### src/rtl/ipc_eng_pkg.sv
package ipc_eng_pkg;
  typedef enum logic [1:0] {OP_SEND = 2'd0, OP_POST = 2'd1, OP_READ = 2'd2, OP_SYNC = 2'd3} op_e;
  typedef enum logic [2:0] {E_NONE = 3'd0, E_LEN = 3'd1, E_TIMEOUT = 3'd2, E_FAULT = 3'd3, E_SYNC = 3'd4} err_e;
  typedef enum logic [2:0] {S_IDLE, S_WDATA, S_WCMD, S_GAP, S_RSTS, S_RREP} fsm_e;
  localparam logic [3:0] CODE_RCVD  = 4'h1;
  localparam logic [3:0] CODE_PROC  = 4'h2;
  localparam logic [3:0] CODE_OK    = 4'h4;
  localparam logic [3:0] CODE_ERR   = 4'h8;
  localparam logic [3:0] CODE_BUSY  = 4'hE;
  localparam logic [3:0] CODE_READY = 4'hF;
endpackage

### src/rtl/ipc_word_codec.sv
module ipc_word_codec
  import ipc_eng_pkg::*;
(
  input  logic        par_i,
  input  logic [4:0]  len_i,
  input  logic [5:0]  opcode_i,
  input  logic [15:0] sts_i,
  input  logic        exp_par_i,
  output logic [15:0] cmd_o,
  output logic [4:0]  sts_len_o,
  output logic [3:0]  sts_code_o,
  output logic        sts_final_o
);
  logic transient;

  assign cmd_o      = {par_i, 4'b0000, len_i, opcode_i};
  assign sts_len_o  = sts_i[14:10];
  assign sts_code_o = sts_i[3:0];
  assign transient  = (sts_code_o == CODE_RCVD) || (sts_code_o == CODE_PROC) ||
                      (sts_code_o == CODE_BUSY);
  assign sts_final_o = (sts_i[15] == exp_par_i) && !transient;
endmodule

### src/rtl/ipc_poll_timer.sv
module ipc_poll_timer #(
  parameter int GAP   = 4,
  parameter int LIMIT = 100
) (
  input  logic clk,
  input  logic rst_n,
  input  logic arm_i,
  input  logic clr_i,
  input  logic inc_i,
  output logic gap_done_o,
  output logic last_o
);
  localparam int GW = $clog2(GAP + 1);
  localparam int PW = $clog2(LIMIT + 1);

  logic [GW-1:0] gcnt_q, gcnt_d;
  logic          run_q, run_d;
  logic [PW-1:0] pcnt_q, pcnt_d;

  always_comb begin
    gcnt_d = gcnt_q;
    run_d  = run_q;
    if (arm_i) begin
      gcnt_d = GW'(GAP - 1);
      run_d  = 1'b1;
    end else if (run_q) begin
      if (gcnt_q == '0) run_d = 1'b0;
      else              gcnt_d = gcnt_q - 1'b1;
    end
    pcnt_d = pcnt_q;
    if (clr_i)      pcnt_d = '0;
    else if (inc_i) pcnt_d = pcnt_q + 1'b1;
  end

  always_ff @(posedge clk or negedge rst_n) begin
    if (!rst_n) begin
      gcnt_q <= '0;
      run_q  <= 1'b0;
      pcnt_q <= '0;
    end else begin
      gcnt_q <= gcnt_d;
      run_q  <= run_d;
      pcnt_q <= pcnt_d;
    end
  end

  assign gap_done_o = run_q && (gcnt_q == '0);
  assign last_o     = (pcnt_q == PW'(LIMIT - 1));
endmodule

### src/rtl/ipc_cmd_engine.sv
module ipc_cmd_engine
  import ipc_eng_pkg::*;
#(
  parameter int          WORD_W    = 16,
  parameter int          DATA_REGS = 8,
  parameter int          LEN_W     = 6,
  parameter int          ADDR_W    = 16,
  parameter int          POLL_GAP  = 16,
  parameter int          POLL_LIMIT = 100,
  parameter logic [15:0] CMD_ADDR  = 16'h5801,
  parameter logic [15:0] STS_ADDR  = 16'h5802,
  parameter logic [15:0] DATA_BASE = 16'h5808
) (
  input  logic                        clk,
  input  logic                        rst_n,
  input  logic                        start_i,
  input  logic [1:0]                  op_i,
  input  logic [5:0]                  opcode_i,
  input  logic [LEN_W-1:0]            len_i,
  input  logic [DATA_REGS*WORD_W-1:0] payload_i,
  output logic                        busy_o,
  output logic                        done_o,
  output logic [2:0]                  err_o,
  output logic [WORD_W-1:0]           status_o,
  output logic [DATA_REGS*WORD_W-1:0] reply_o,
  output logic [$clog2(DATA_REGS+1)-1:0] reply_cnt_o,
  output logic                        bus_req_o,
  output logic                        bus_we_o,
  output logic [ADDR_W-1:0]           bus_addr_o,
  output logic [WORD_W-1:0]           bus_wdata_o,
  input  logic [WORD_W-1:0]           bus_rdata_i,
  input  logic                        bus_ack_i
);
  localparam int IDX_W     = $clog2(DATA_REGS + 1);
  localparam int SEL_W     = $clog2(DATA_REGS);
  localparam int MAX_BYTES = DATA_REGS * 2;

  fsm_e              state_q, state_d;
  op_e               op_q, op_d;
  logic [5:0]        opc_q, opc_d;
  logic [LEN_W-1:0]  len_q, len_d;
  logic [WORD_W-1:0] pay_q [DATA_REGS];
  logic [WORD_W-1:0] pay_d [DATA_REGS];
  logic [WORD_W-1:0] rep_q [DATA_REGS];
  logic [WORD_W-1:0] rep_d [DATA_REGS];
  logic [IDX_W-1:0]  idx_q, idx_d, nw_q, nw_d, rcnt_q, rcnt_d;
  logic              par_q, par_d, sent_q, sent_d, sync_q, sync_d;
  logic [WORD_W-1:0] sts_q, sts_d;
  logic              done_q, done_d;
  err_e              err_q, err_d;

  logic        poll_arm, poll_clr, poll_inc, gap_done, poll_last;
  logic [15:0] cmd_word, dec_word;
  logic [4:0]  dec_len;
  logic [3:0]  dec_code;
  logic        dec_final;
  logic [IDX_W-1:0] idx_inc;

  assign dec_word = (state_q == S_RSTS) ? bus_rdata_i : sts_q;
  assign idx_inc  = idx_q + 1'b1;

  ipc_word_codec u_codec (
    .par_i      (par_q),
    .len_i      (len_q[4:0]),
    .opcode_i   (opc_q),
    .sts_i      (dec_word),
    .exp_par_i  (sent_q),
    .cmd_o      (cmd_word),
    .sts_len_o  (dec_len),
    .sts_code_o (dec_code),
    .sts_final_o(dec_final)
  );

  ipc_poll_timer #(.GAP(POLL_GAP), .LIMIT(POLL_LIMIT)) u_timer (
    .clk       (clk),
    .rst_n     (rst_n),
    .arm_i     (poll_arm),
    .clr_i     (poll_clr),
    .inc_i     (poll_inc),
    .gap_done_o(gap_done),
    .last_o    (poll_last)
  );

  always_comb begin
    state_d = state_q; op_d = op_q; opc_d = opc_q; len_d = len_q;
    pay_d = pay_q; rep_d = rep_q;
    idx_d = idx_q; nw_d = nw_q; rcnt_d = rcnt_q;
    par_d = par_q; sent_d = sent_q; sync_d = sync_q;
    sts_d = sts_q; err_d = err_q; done_d = 1'b0;
    poll_arm = 1'b0; poll_clr = 1'b0; poll_inc = 1'b0;
    case (state_q)
      S_IDLE: if (start_i) begin
        op_d = op_e'(op_i); opc_d = opcode_i; len_d = len_i;
        idx_d = '0; sync_d = 1'b0;
        for (int k = 0; k < DATA_REGS; k++) pay_d[k] = payload_i[k*WORD_W +: WORD_W];
        case (op_e'(op_i))
          OP_SEND, OP_POST: begin
            if (len_i > LEN_W'(MAX_BYTES)) begin
              done_d = 1'b1; err_d = E_LEN;
            end else begin
              nw_d = IDX_W'(len_i >> 1);
              state_d = ((len_i >> 1) != '0) ? S_WDATA : S_WCMD;
            end
          end
          OP_READ: begin
            for (int k = 0; k < DATA_REGS; k++) rep_d[k] = '0;
            rcnt_d = '0;
            if (dec_code == CODE_ERR) begin
              done_d = 1'b1; err_d = E_FAULT;
            end else if (6'(dec_len) > 6'(MAX_BYTES)) begin
              done_d = 1'b1; err_d = E_LEN;
            end else if (dec_len == '0) begin
              done_d = 1'b1; err_d = E_NONE;
            end else begin
              nw_d = IDX_W'((6'(dec_len) + 6'd1) >> 1);
              state_d = S_RREP;
            end
          end
          default: begin
            opc_d = '0; len_d = '0; state_d = S_WCMD;
          end
        endcase
      end
      S_WDATA: if (bus_ack_i) begin
        idx_d = idx_inc;
        if (idx_inc == nw_q) state_d = S_WCMD;
      end
      S_WCMD: if (bus_ack_i) begin
        sent_d = par_q;
        par_d  = ~par_q;
        if (op_q == OP_SYNC && !sync_q) begin
          par_d = 1'b0; sync_d = 1'b1;
        end else if (op_q == OP_POST) begin
          state_d = S_IDLE; done_d = 1'b1; err_d = E_NONE;
        end else begin
          poll_arm = 1'b1; poll_clr = 1'b1; state_d = S_GAP;
        end
      end
      S_GAP: if (gap_done) state_d = S_RSTS;
      S_RSTS: if (bus_ack_i) begin
        sts_d = bus_rdata_i;
        poll_inc = 1'b1;
        if (dec_final) begin
          state_d = S_IDLE; done_d = 1'b1;
          if (op_q == OP_SYNC) err_d = (dec_code == CODE_READY) ? E_NONE : E_SYNC;
          else                 err_d = (dec_code == CODE_OK) ? E_NONE : E_FAULT;
        end else if (poll_last) begin
          state_d = S_IDLE; done_d = 1'b1; err_d = E_TIMEOUT;
        end else begin
          poll_arm = 1'b1; state_d = S_GAP;
        end
      end
      S_RREP: if (bus_ack_i) begin
        rep_d[idx_q[SEL_W-1:0]] = bus_rdata_i;
        idx_d = idx_inc; rcnt_d = idx_inc;
        if (idx_inc == nw_q) begin
          state_d = S_IDLE; done_d = 1'b1; err_d = E_NONE;
        end
      end
      default: state_d = S_IDLE;
    endcase
  end

  always_ff @(posedge clk or negedge rst_n) begin
    if (!rst_n) begin
      state_q <= S_IDLE; op_q <= OP_SEND; opc_q <= '0; len_q <= '0;
      for (int k = 0; k < DATA_REGS; k++) begin
        pay_q[k] <= '0;
        rep_q[k] <= '0;
      end
      idx_q <= '0; nw_q <= '0; rcnt_q <= '0;
      par_q <= 1'b0; sent_q <= 1'b0; sync_q <= 1'b0;
      sts_q <= '0; err_q <= E_NONE; done_q <= 1'b0;
    end else begin
      state_q <= state_d; op_q <= op_d; opc_q <= opc_d; len_q <= len_d;
      pay_q <= pay_d; rep_q <= rep_d;
      idx_q <= idx_d; nw_q <= nw_d; rcnt_q <= rcnt_d;
      par_q <= par_d; sent_q <= sent_d; sync_q <= sync_d;
      sts_q <= sts_d; err_q <= err_d; done_q <= done_d;
    end
  end

  always_comb begin
    bus_req_o   = 1'b0;
    bus_we_o    = 1'b0;
    bus_addr_o  = '0;
    bus_wdata_o = '0;
    case (state_q)
      S_WDATA: begin
        bus_req_o = 1'b1; bus_we_o = 1'b1;
        bus_addr_o  = DATA_BASE + ADDR_W'(idx_q);
        bus_wdata_o = pay_q[idx_q[SEL_W-1:0]];
      end
      S_WCMD: begin
        bus_req_o = 1'b1; bus_we_o = 1'b1;
        bus_addr_o = CMD_ADDR; bus_wdata_o = cmd_word;
      end
      S_RSTS: begin
        bus_req_o = 1'b1; bus_addr_o = STS_ADDR;
      end
      S_RREP: begin
        bus_req_o = 1'b1; bus_addr_o = DATA_BASE + ADDR_W'(idx_q);
      end
      default: ;
    endcase
  end

  for (genvar g = 0; g < DATA_REGS; g++) begin : g_reply
    assign reply_o[g*WORD_W +: WORD_W] = rep_q[g];
  end

  assign busy_o      = (state_q != S_IDLE);
  assign done_o      = done_q;
  assign err_o       = err_q;
  assign status_o    = sts_q;
  assign reply_cnt_o = rcnt_q;
endmodule

### config.mk
export PLATFORM = sky130hd
export DESIGN_NAME = ipc_cmd_engine
export DESIGN_NICKNAME = d
export VERILOG_FILES = /design/src/rtl/ipc_eng_pkg.sv /design/src/rtl/ipc_word_codec.sv /design/src/rtl/ipc_poll_timer.sv /design/src/rtl/ipc_cmd_engine.sv
export SDC_FILE = /design/constraint.sdc
export NUM_CORES = 1
export LEC_CHECK = 0
export BUFFER_PORTS_ARGS = -buffer_cell sky130_fd_sc_hd__buf_2
export CAP_MARGIN = 10
export CORE_ASPECT_RATIO = 0.5
export CORE_MARGIN = 2
export CORE_UTILIZATION = 53
export DETAILED_ROUTE_END_ITERATION = 7
export PLACE_DENSITY = 0.84
export SYNTH_ARGS = -nofsm -noshare
export SYNTH_HDL_FRONTEND = slang
export SYNTH_SLANG_ARGS = --single-unit
### constraint.sdc
create_clock -name clk -period 3.5 [get_ports clk]
set_clock_uncertainty 0.15 [all_clocks]
set_input_delay 0 -clock clk [delete_from_list [all_inputs] [get_ports clk]]
set_output_delay 0 -clock clk [all_outputs]
set_load 0.05 [all_outputs]
==> impl_metrics.env <==
export IMPL_status="finished, final reports clean"
export IMPL_clock_power_share=0.194
export IMPL_ant_nets=0
export IMPL_grt_pass1_wl_mm=72.71
export IMPL_cts_setup_buffers=0
export IMPL_clock_path_buffers=3
export IMPL_slew_viol_final=0
export IMPL_finalCriticalPeriod_ns=3.388
export IMPL_antenna_found_initial=7
export IMPL_grt_setup_unrepaired="false"
export IMPL_switching_share=0.4572
export IMPL_cts_clk_slew_worst_paths_ns=0.08
export IMPL_syn_area_per_cell_um2=10.53
export IMPL_reg2reg_depth=6
export IMPL_core_um2=25390
export IMPL_powerDensity_nw_per_um2=919.4
export IMPL_grt_start_max_net_pins=102
export IMPL_tns_ns=0
export IMPL_power_switching_uw=7772
export IMPL_required_ns=3.79
export IMPL_timing_slew_headroom=0.3567
export IMPL_setup_violations_final=0
export IMPL_drv_cap=0
export IMPL_critical_path_class="reg -> reg"
export IMPL_drt_total_wl_mm=47.29
export IMPL_layout_commonest_cell="nand2_1"
export IMPL_synth_area_leaders="dfrtp_1 (58%), nand2_1 (12%), o2bb2ai_1 (8.2%)"
export IMPL_slowest_delay_ns=0.77
export IMPL_fin_total_pwr_uw=17000
export IMPL_layout_nets=1962
export IMPL_critPathSlowestCell="dfrtp_1"
export IMPL_first_global_vias=12766
export IMPL_hold_viol=0
export IMPL_grt_usage=0.3430
export IMPL_cp_start_kind="register"
export IMPL_row_count=41
export IMPL_drc_errors=0
export IMPL_cts_buffers=28
export IMPL_ys_ff_latch=320
export IMPL_pwr_share_comb=0.450
export IMPL_vias=12737
export IMPL_htreeDepth=1
export IMPL_synth_top_area_frac=0.5810
export IMPL_leakagePower_uw=0.009378
export IMPL_synth_area_um2=13780
export IMPL_vdd_drop_max_v=0.0003751
export IMPL_pwr_share_seq=0.356
export IMPL_cts_root_buf="clkbuf_16"
export IMPL_cts_sinks=320
export IMPL_final_cell_mix="nand2_1 (438), buf_2 (339), dfrtp_1 (320)"
export IMPL_die_h_um=118.0
export IMPL_ioPinCount=349
export IMPL_routedWlPerCell_um=21.83
export IMPL_overflow=0
export IMPL_worstMarginPinSlew_ns=0.9650
export IMPL_synth_top_cell_by_area="dfrtp_1"
export IMPL_cp_arrival_ns=3.68
export IMPL_synth_edf_count=0
export IMPL_endpoint_kind="register"
export IMPL_drt_iter0_drc=1378
export IMPL_hold_path_class="in -> reg"
export IMPL_clk_insertion_delay_late_ns=0.55
export IMPL_cp_max_fo=17
export IMPL_dieWidth_um=232.1
export IMPL_gp_congestion=0.9154
export IMPL_die_area_um2=27390
export IMPL_portBuffers=340
export IMPL_p_int_uw=9226
export IMPL_dp_hpwl_mm=29.16
export IMPL_synth_main_ff_cell="dfrtp_1"
export IMPL_cts_tree="done"
export IMPL_synth_seq_area_share=0.5810
export IMPL_fmax_ghz=0.2951
export IMPL_yosys_cell_types_count=71
export IMPL_drive_gt1_frac=0.2563
export IMPL_hold_depth=4
export IMPL_worstPathCellList="and3_1 > xnor3_1 > and4_1 > a32o_1 > a211o_1 > dlygate4sd3_1"
export IMPL_area_growth_pct=34.13
export IMPL_initial_core_util=0.5428
export IMPL_ys_warn_count=0
export IMPL_synthCells=1309
export IMPL_period_share=0.9681
export IMPL_ys_async_sr_fraction=1.000
export IMPL_dr_pass1_iters=6
export IMPL_vias_per_cell=5.880
critical path, delay by kind of cell (launching register included):
kind	cells	cell delay, ns
AOI/OAI and AO/OA	2	0.54
xor gates and xnor gates	1	0.30
buffers and inverters	1	0.56
DFF	1	0.77
and+or+nand+nor	2	0.95
sequential cells by signal, summed over array words and instances, names as in the netlist:
| name | count |
|---|---|
| done_o | 1 |
| nw_q | 4 |
| len_q | 5 |
| idx_q | 4 |
| reply_cnt_o | 4 |
| sent_q | 1 |
| par_q | 1 |
| op_q | 2 |
| status_o | 16 |
| pay_q | 128 |
| opc_q | 6 |
| sync_q | 1 |
| u_timer.pcnt_q | 7 |
| reply_o | 128 |
| u_timer.run_q | 1 |
| u_timer.gcnt_q | 5 |
| err_o | 3 |
| state_q | 3 |
cell type report:
cell class / instances / area [µm²]
Antenna cell: 8 / 20.02
Clock buffer: 39 / 823.3
Clock inverter: 13 / 152.6
Fill cell: 1680 / 6905
Inverter: 13 / 48.80
Multi-Input combinational cell: 893 / 5389
Sequential cell: 320 / 8008
Tap cell: 344 / 430.4
Timing Repair Buffer: 536 / 3616
synthesized netlist by cell type, drive strengths merged (7+ instances only):
library cell / instances
a221oi: 7
a22oi: 48
mux2i: 9
buf: 28
a22o: 36
a21oi: 8
dfrtp: 320
clkbuf: 62
nand4: 10
o21ai: 17
mux2: 25
xor2: 9
ha: 8
o2bb2ai: 129
nor2: 20
xnor2: 11
inv: 13
nand3: 12
nand2: 438
nor3: 8
what timing repair did:
action | in CTS | in global routing
endpoints found under the hold margin | 561 | 0
resized for setup | 0 | 0
hold buffers | 163 | 0
kinds of logic (layout without fill, tap and decap cells):
group,after synthesis,after routing,synth area share
compound gates,283,283,0.1712
flops,320,320,0.5810
mux,34,34,0.02723
buf+inv,103,601,0.03241
other cells,1,16,0.0002721
xor+xnor,21,21,0.01434
simple gates,539,539,0.1663
fa+ha+maj,8,8,0.007262
layer usage:
metal / track usage / share of wire / wire, µm / vias up
li1: - / - / - / 5567
met1: 0.4499 / 0.39 / 18470 / 6195
met2: 0.5547 / 0.48 / 22670 / 795
met3: 0.06153 / 0.081 / 3837 / 180
met4: 0.1635 / 0.049 / 2311 / 0
met5: 0 / 0 / 0 / -
through the flow:
stage	hold slack, ns	area (µm²)	std cells	util	setup WS [ns]
2_1_floorplan	-0.4456	13810	1316	-	0.5980
3_3_place_gp	-0.04472	15860	1943	0.6246	0.5140
3_5_place_dp	-0.05094	15860	1943	0.6246	0.3599
4_1_cts	0.01206	18470	2158	0.7273	0.1552
5_1_grt	0.04382	18490	2166	0.7281	0.007359
6_report	0.03175	18490	2166	0.7281	0.1117
power by group through the flow:
stage | combinational [µW] | sequential (µW) | clock (µW)
global placement | 7150 | 5990 | 0
floorplan | 3650 | 7610 | 0
detailed placement | 7310 | 6010 | 0
CTS | 7500 | 5970 | 3310
global route | 8110 | 6180 | 3480
finish | 7650 | 6050 | 3300
worst paths after layout:
check | startpoint | endpoint | slack, ns
worst max-delay path | idx_q[1] | done_o | 0.11
worst min-delay path | payload_i[32] | pay_q[80] | 0.03
worst max register to register | idx_q[1] | done_o | 0.11
worst min register to register | pay_q[127] | pay_q[127] | 0.33
max in group asynchronous | rst_n | reply_o[16] | 1.81
min in group asynchronous | rst_n | pay_q[44] | 0.47
Note: power is estimated with default switching activity, not from simulation.
